File: config.mk
export PLATFORM = sky130hd
export DESIGN_NAME = ipc_doorbell
export DESIGN_NICKNAME = d
export VERILOG_FILES = /design/src/rtl/ipc_doorbell_pkg.sv /design/src/rtl/doorbell_clear_decode.sv /design/src/rtl/doorbell_flag_bank.sv /design/src/rtl/doorbell_pulse_gen.sv /design/src/rtl/ipc_doorbell.sv
export SDC_FILE = /design/constraint.sdc
export NUM_CORES = 1
export LEC_CHECK = 0
export ABC_AREA = 1
export BUFFER_PORTS_ARGS = -buffer_cell sky130_fd_sc_hd__buf_2
export CELL_PAD_IN_SITES_DETAIL_PLACEMENT = 0
export CELL_PAD_IN_SITES_GLOBAL_PLACEMENT = 2
export CORE_ASPECT_RATIO = 0.75
export CORE_MARGIN = 2
export CORE_UTILIZATION = 22
export DETAILED_ROUTE_END_ITERATION = 10
export PLACE_DENSITY_LB_ADDON = 0.1
export RECOVER_POWER = 100
export REMOVE_ABC_BUFFERS = 1
export SYNTH_ARGS = -nofsm -noshare
export SYNTH_HDL_FRONTEND = slang
export SYNTH_SLANG_ARGS = --single-unit
File: constraint.sdc
create_clock -name clk -period 1.7 [get_ports clk]
set_clock_uncertainty 0.1 [all_clocks]
set_input_delay 0.34 -clock clk [delete_from_list [all_inputs] [get_ports clk]]
set_output_delay 0.34 -clock clk [all_outputs]
set_load 0.1 [all_outputs]
File: src/rtl/ipc_doorbell_pkg.sv
package ipc_doorbell_pkg;
  localparam int unsigned DB_WORD_W  = 32;
  localparam int unsigned DB_SRC_LSB = 4;
endpackage

File: src/rtl/doorbell_clear_decode.sv
module doorbell_clear_decode #(
  parameter int WORD_W  = 32,
  parameter int SRC_LSB = 4,
  localparam int NUM_SRC = WORD_W - SRC_LSB
) (
  input  logic              host_wr_en,
  input  logic [WORD_W-1:0] host_wdata,
  output logic [NUM_SRC-1:0] clr_mask
);
  logic [NUM_SRC-1:0] field;
  // Reserved low bits are shifted out and so can never clear anything.
  assign field    = NUM_SRC'(host_wdata >> SRC_LSB);
  assign clr_mask = host_wr_en ? field : '0;
endmodule

File: src/rtl/doorbell_flag_bank.sv
module doorbell_flag_bank #(
  parameter int NUM_SRC = 28
) (
  input  logic               clk,
  input  logic               rst,
  input  logic [NUM_SRC-1:0] set_mask,
  input  logic [NUM_SRC-1:0] clr_mask,
  output logic [NUM_SRC-1:0] pending,
  output logic [NUM_SRC-1:0] fresh
);
  for (genvar i = 0; i < NUM_SRC; i++) begin : g_flag
    logic flag_q;
    logic kept;
    assign kept = flag_q & ~clr_mask[i];
    // New event: a set on a position that would otherwise be empty.
    assign fresh[i]   = set_mask[i] & ~kept;
    assign pending[i] = flag_q;
    always_ff @(posedge clk) begin
      if (rst) flag_q <= 1'b0;
      else     flag_q <= kept | set_mask[i];
    end
  end
endmodule

File: src/rtl/doorbell_pulse_gen.sv
module doorbell_pulse_gen #(
  parameter int NUM_SRC = 28
) (
  input  logic               clk,
  input  logic               rst,
  input  logic [NUM_SRC-1:0] fresh,
  output logic               irq
);
  logic irq_q;
  always_ff @(posedge clk) begin
    if (rst) irq_q <= 1'b0;
    else     irq_q <= |fresh;
  end
  assign irq = irq_q;
endmodule

File: src/rtl/ipc_doorbell.sv
module ipc_doorbell
  import ipc_doorbell_pkg::*;
#(
  parameter int WORD_W  = DB_WORD_W,
  parameter int SRC_LSB = DB_SRC_LSB,
  localparam int NUM_SRC = WORD_W - SRC_LSB
) (
  input  logic               clk,
  input  logic               rst,
  input  logic               ring_valid,
  input  logic [NUM_SRC-1:0] ring_mask,
  input  logic               host_wr_en,
  input  logic [WORD_W-1:0]  host_wdata,
  output logic [WORD_W-1:0]  host_rdata,
  output logic               host_irq
);
  logic [NUM_SRC-1:0] set_mask;
  logic [NUM_SRC-1:0] clr_mask;
  logic [NUM_SRC-1:0] pending;
  logic [NUM_SRC-1:0] fresh;

  assign set_mask = ring_valid ? ring_mask : '0;

  doorbell_clear_decode #(.WORD_W(WORD_W), .SRC_LSB(SRC_LSB)) u_clr (
    .host_wr_en (host_wr_en),
    .host_wdata (host_wdata),
    .clr_mask   (clr_mask)
  );

  doorbell_flag_bank #(.NUM_SRC(NUM_SRC)) u_bank (
    .clk      (clk),
    .rst      (rst),
    .set_mask (set_mask),
    .clr_mask (clr_mask),
    .pending  (pending),
    .fresh    (fresh)
  );

  doorbell_pulse_gen #(.NUM_SRC(NUM_SRC)) u_pulse (
    .clk   (clk),
    .rst   (rst),
    .fresh (fresh),
    .irq   (host_irq)
  );

  assign host_rdata = {pending, {SRC_LSB{1'b0}}};
endmodule

; ---- After elaboration in Yosys (flattened, before gate mapping)
; Cells that the tools add are included.
[word_totals]
register_bits = 29
input_bits = 64
out_inout_bits = 33
[classes]
muxes = 2
bitwise = 140
reduce_logical = 1
[op_table]
columns = operator, count
row1 = 1-bit bitwise AND, 56
row2 = 28-bit two-way mux, 2
row3 = 1-bit inverter, 56
row4 = 1-bit OR, 28
row5 = 28-bit OR reduction, 1

; ---- Longest topological paths before layout
[logic_depth]
word_depth = 6
mapped_depth = 10
depth_no_buf = 8

; ---- Cells and area by module
; A second synthesis with hierarchy kept.
[unflattened]
cells_unflattened = 351
area_unflattened_um2 = 2157.1
[by_module_without_submodules]
columns = mod, n_inst, cells_per_inst, area_per_inst_um2, seq_area_each_um2
row1 = doorbell_flag_bank, 1, 199, 1507.7, 560.5
row2 = ipc_doorbell, 1, 64, 277.8, 0.0
row3 = doorbell_clear_decode, 1, 59, 244.0, 0.0
row4 = doorbell_pulse_gen, 1, 29, 127.6, 20.0

; ---- Worst setup path after synthesis
; No wires, ideal clock.
[synth_path]
kind = reg-to-output
startpoint = register u_pulse.irq_q (netlist: u_pulse.irq)
endpoint = output host_irq
arrival_time_ns = 0.909
required_ns = 1.260
slack_ns = 0.351
path_stages_with_launch = 1
n_path_buf = 0
path_cell_list = dfxtp_1
[synth_rtl]
columns = element, line_no
row1 = start: declaration, doorbell_pulse_gen.sv:9  ; logic irq_q;
row2 = start signal: assignment, doorbell_pulse_gen.sv:12  ; else irq_q <= |fresh;
row3 = end: declaration, ipc_doorbell.sv:15  ; output logic host_irq
; No word-level cell between the ends.

; ---- Final worst setup path
[layout_path]
startpoint = register u_bank.g_flag[25].flag_q
endpoint = output host_rdata[29]
[layout_rtl]
columns = element, line_no
row1 = start: declaration, doorbell_flag_bank.sv:12  ; logic flag_q;
row2 = start signal: assignment, doorbell_flag_bank.sv:20  ; else flag_q <= kept | set_mask[i];
row3 = end: declaration, ipc_doorbell.sv:14  ; output logic [WORD_W-1:0] host_rdata,
; No word-level cell between the ends.

==> flow_metrics.tcl <==
set metrics [dict create \
    cts_tree "done" \
    cp_max_fo 2 \
    r2r_start "u_bank.g_flag[19].flag_q" \
    r2r-end "u_pulse.irq" \
    synthTopCellsByCount "126 x nand2_1, 32 x buf_4, 29 x a21oi_1, 29 x dfxtp_1, 25 x inv_1" \
    fin_crit_sh_pct 89.8 \
    dp.final_hpwl_um 3450 \
    final_nets 389 \
    path_clk_slew_ps 60 \
    syn_area_per_cell_um2 6.32 \
    yosysTopAreaCellShare_pct 34.8 \
    drt_iter0_drc 40 \
    postRouteAntennaNets 0 \
    leakage_nw 1.21 \
    cts_hold_buf 0 \
    crit_path_start "u_bank.g_flag[25].flag_q" \
    track_usage_pct 11.4 \
    routed_via_density 3.74 \
    htree_levels 2 \
    post_cts.repair.setup_buffers 0 \
    grt_overflow 0 \
    max_slew.worst_pin.slew_ps 719 \
    critical_path.cell_chain "clkbuf_2" \
    insertion_delay_ps 270 \
    hold_path_class "input pin to flop" \
    synthToLayoutAreaGrowth_pct 23.5 \
    yosysMostFrequentCell "nand2_1" \
    vias 1593 \
    die_area_mm2 0.00831 \
    drv_slew 0 \
    endpoint_kind "output port" \
    clockRootBuffer "clkbuf_8" \
    cp-start-kind "flop" \
    peakVddDrop_mv 0.416 \
    wl_um 4510 \
    finalSetupViolCount 0 \
    p_per_area_mw_per_mm2 956 \
    setup_ws_ps 174 \
    final_layout_size_suffix_gt1_share_pct 29.2 \
    ctsResizeCount 0 \
    critPathMaxStageDelay_ps 470 \
    synth-edff-count 0 \
    r2r_cells 7 \
    worst_ep_required_time_ps 1260 \
    maxCapViolCount 0 \
    die_w_um 105 \
    grt_pass1_vias 1530 \
    path_buf_inv 1 \
    placed_area_mm2 0.00201 \
    synth-seq-cells 29 \
    dpl.cell_count 419 \
    cp_num_cells 1 \
    cts_buffer_depth 2 \
    routabilityCongestion 0.694 \
    ys.flop_type "dfxtp_1" \
    drc 0 \
    netlist_area_mm2 0.00167 \
    async_reset_ff_share_pct 0 \
    ys_warn_count 0 \
    final_area_mm2 0.00206 \
    grt_pass1_wl_um 7410 \
    ys_seq_area_share_pct 34.8 \
    outcome "completed" \
    min_period_ps 1530 \
    design.core.area_mm2 0.00733 \
    crit_arrival_ps 1090 \
    p_total_w 0.00197 \
    synth_cells 264 \
    whs_ps 231 \
    netlist.top_cell.by_area "dfxtp_1" \
    worst-setup-path-type "flop to output port" \
    r2r_slack_ps 610 \
    grt_max_degree 33 \
    dp_slack_ps 226 \
    cp_top_family "buffers and inverters" \
    start_util_pct 22.8 \
    final_hold_viol_count 0 \
    io_pins 97 \
    io_buffers 88 \
    ys_types 11 \
    n_antenna_cell 0 \
    wl_per_cell_um 10.6 \
    cts_buffers 5 \
    clock-sinks 29 \
    firstDrtPassIters 4 \
    max_freq_mhz 655 \
    slew_headroom_pct 52.1 \
    yosys-top-cells-area "dfxtp_1 35%, nand2_1 28%, buf_4 14%" \
    rsz0062_at_grt "no" \
    cp_slowest_cell "clkbuf_2" \
    critical_path.endpoint "host_rdata[29]" \
    final_cells 426 \
    rows 27 \
    antenna_found_initial 0 \
    die_h_um 79.4 \
]
==> kinds of logic (layout without fill, tap and decap cells) <==
logic type | after synthesis | count (layout) | synth area share [%]
simple gates | 138 | 138 | 31.3
buf+inv | 67 | 125 | 25.0
compound gates | 29 | 29 | 8.70
flops | 29 | 29 | 34.8
other cells | 1 | 4 | 0.225
==> how the worst min path moves through the flow <==
stage / start / slack, ps / cells after the start / endpoint
after floorplan: rst / 310 / 1 / u_bank.g_flag[0].flag_q
after global placement: u_bank.g_flag[26].flag_q / 380 / 2 / u_bank.g_flag[26].flag_q
after detailed placement: u_bank.g_flag[4].flag_q / 380 / 2 / u_bank.g_flag[4].flag_q
after CTS: ring_mask[15] / 220 / 3 / u_bank.g_flag[15].flag_q
after global routing: ring_mask[26] / 230 / 3 / u_bank.g_flag[26].flag_q
final: ring_mask[26] / 230 / 3 / u_bank.g_flag[26].flag_q
==> area by class of cell <==
type                    instances  area [um2]
clock buffers                   7        86.3
inverters                      26        97.6
flip-flops and latches         29         581
well taps                     101         126
repair buffers                 92         487
fillers                       864        5270
multi-input cells             171         683
==> routing by layer <==
layer | wire [um] | track usage [%]
met1 | 2360 | 16.2
met2 | 1690 | 15.9
met3 | 422 | 4.57
met4 | 32 | 2.40
met5 | 0 | 0
==> state kept, by name, indices dropped and copies added (netlist names) <==
name                  cells
u_bank.g_flag.flag_q     28
u_pulse.irq               1
==> placed cells by master, fill, tap and decap left out <==
| master | count |
|---|---|
| dfxtp_1 | 29 |
| buf_12 | 2 |
| clkinv_1 | 1 |
| buf_2 | 57 |
| nand3_1 | 4 |
| nand2_1 | 126 |
| nor2_1 | 8 |
| conb_1 | 4 |
| inv_1 | 25 |
| a21oi_1 | 29 |
| clkbuf_8 | 6 |
| clkbuf_1 | 4 |
| clkbuf_2 | 30 |
==> power breakdown <==
part	switching (W)	leakage, nW	internal (W)
registers	0.0000206	0.240	0.000723
clock network	0.000262	0.0443	0.000321
logic	0.000502	0.925	0.000142
total	0.000785	1.21	0.00119
==> per-stage QoR <==
step / utilization, % / TNS, ps
2_1_floorplan: - / -6.34
3_3_place_gp: 27.4 / 0
3_5_place_dp: 27.4 / 0
4_1_cts: 28.6 / 0
5_1_grt: 28.1 / 0
6_report: 28.1 / 0
No activity file was read; power rests on OpenSTA's default activity.
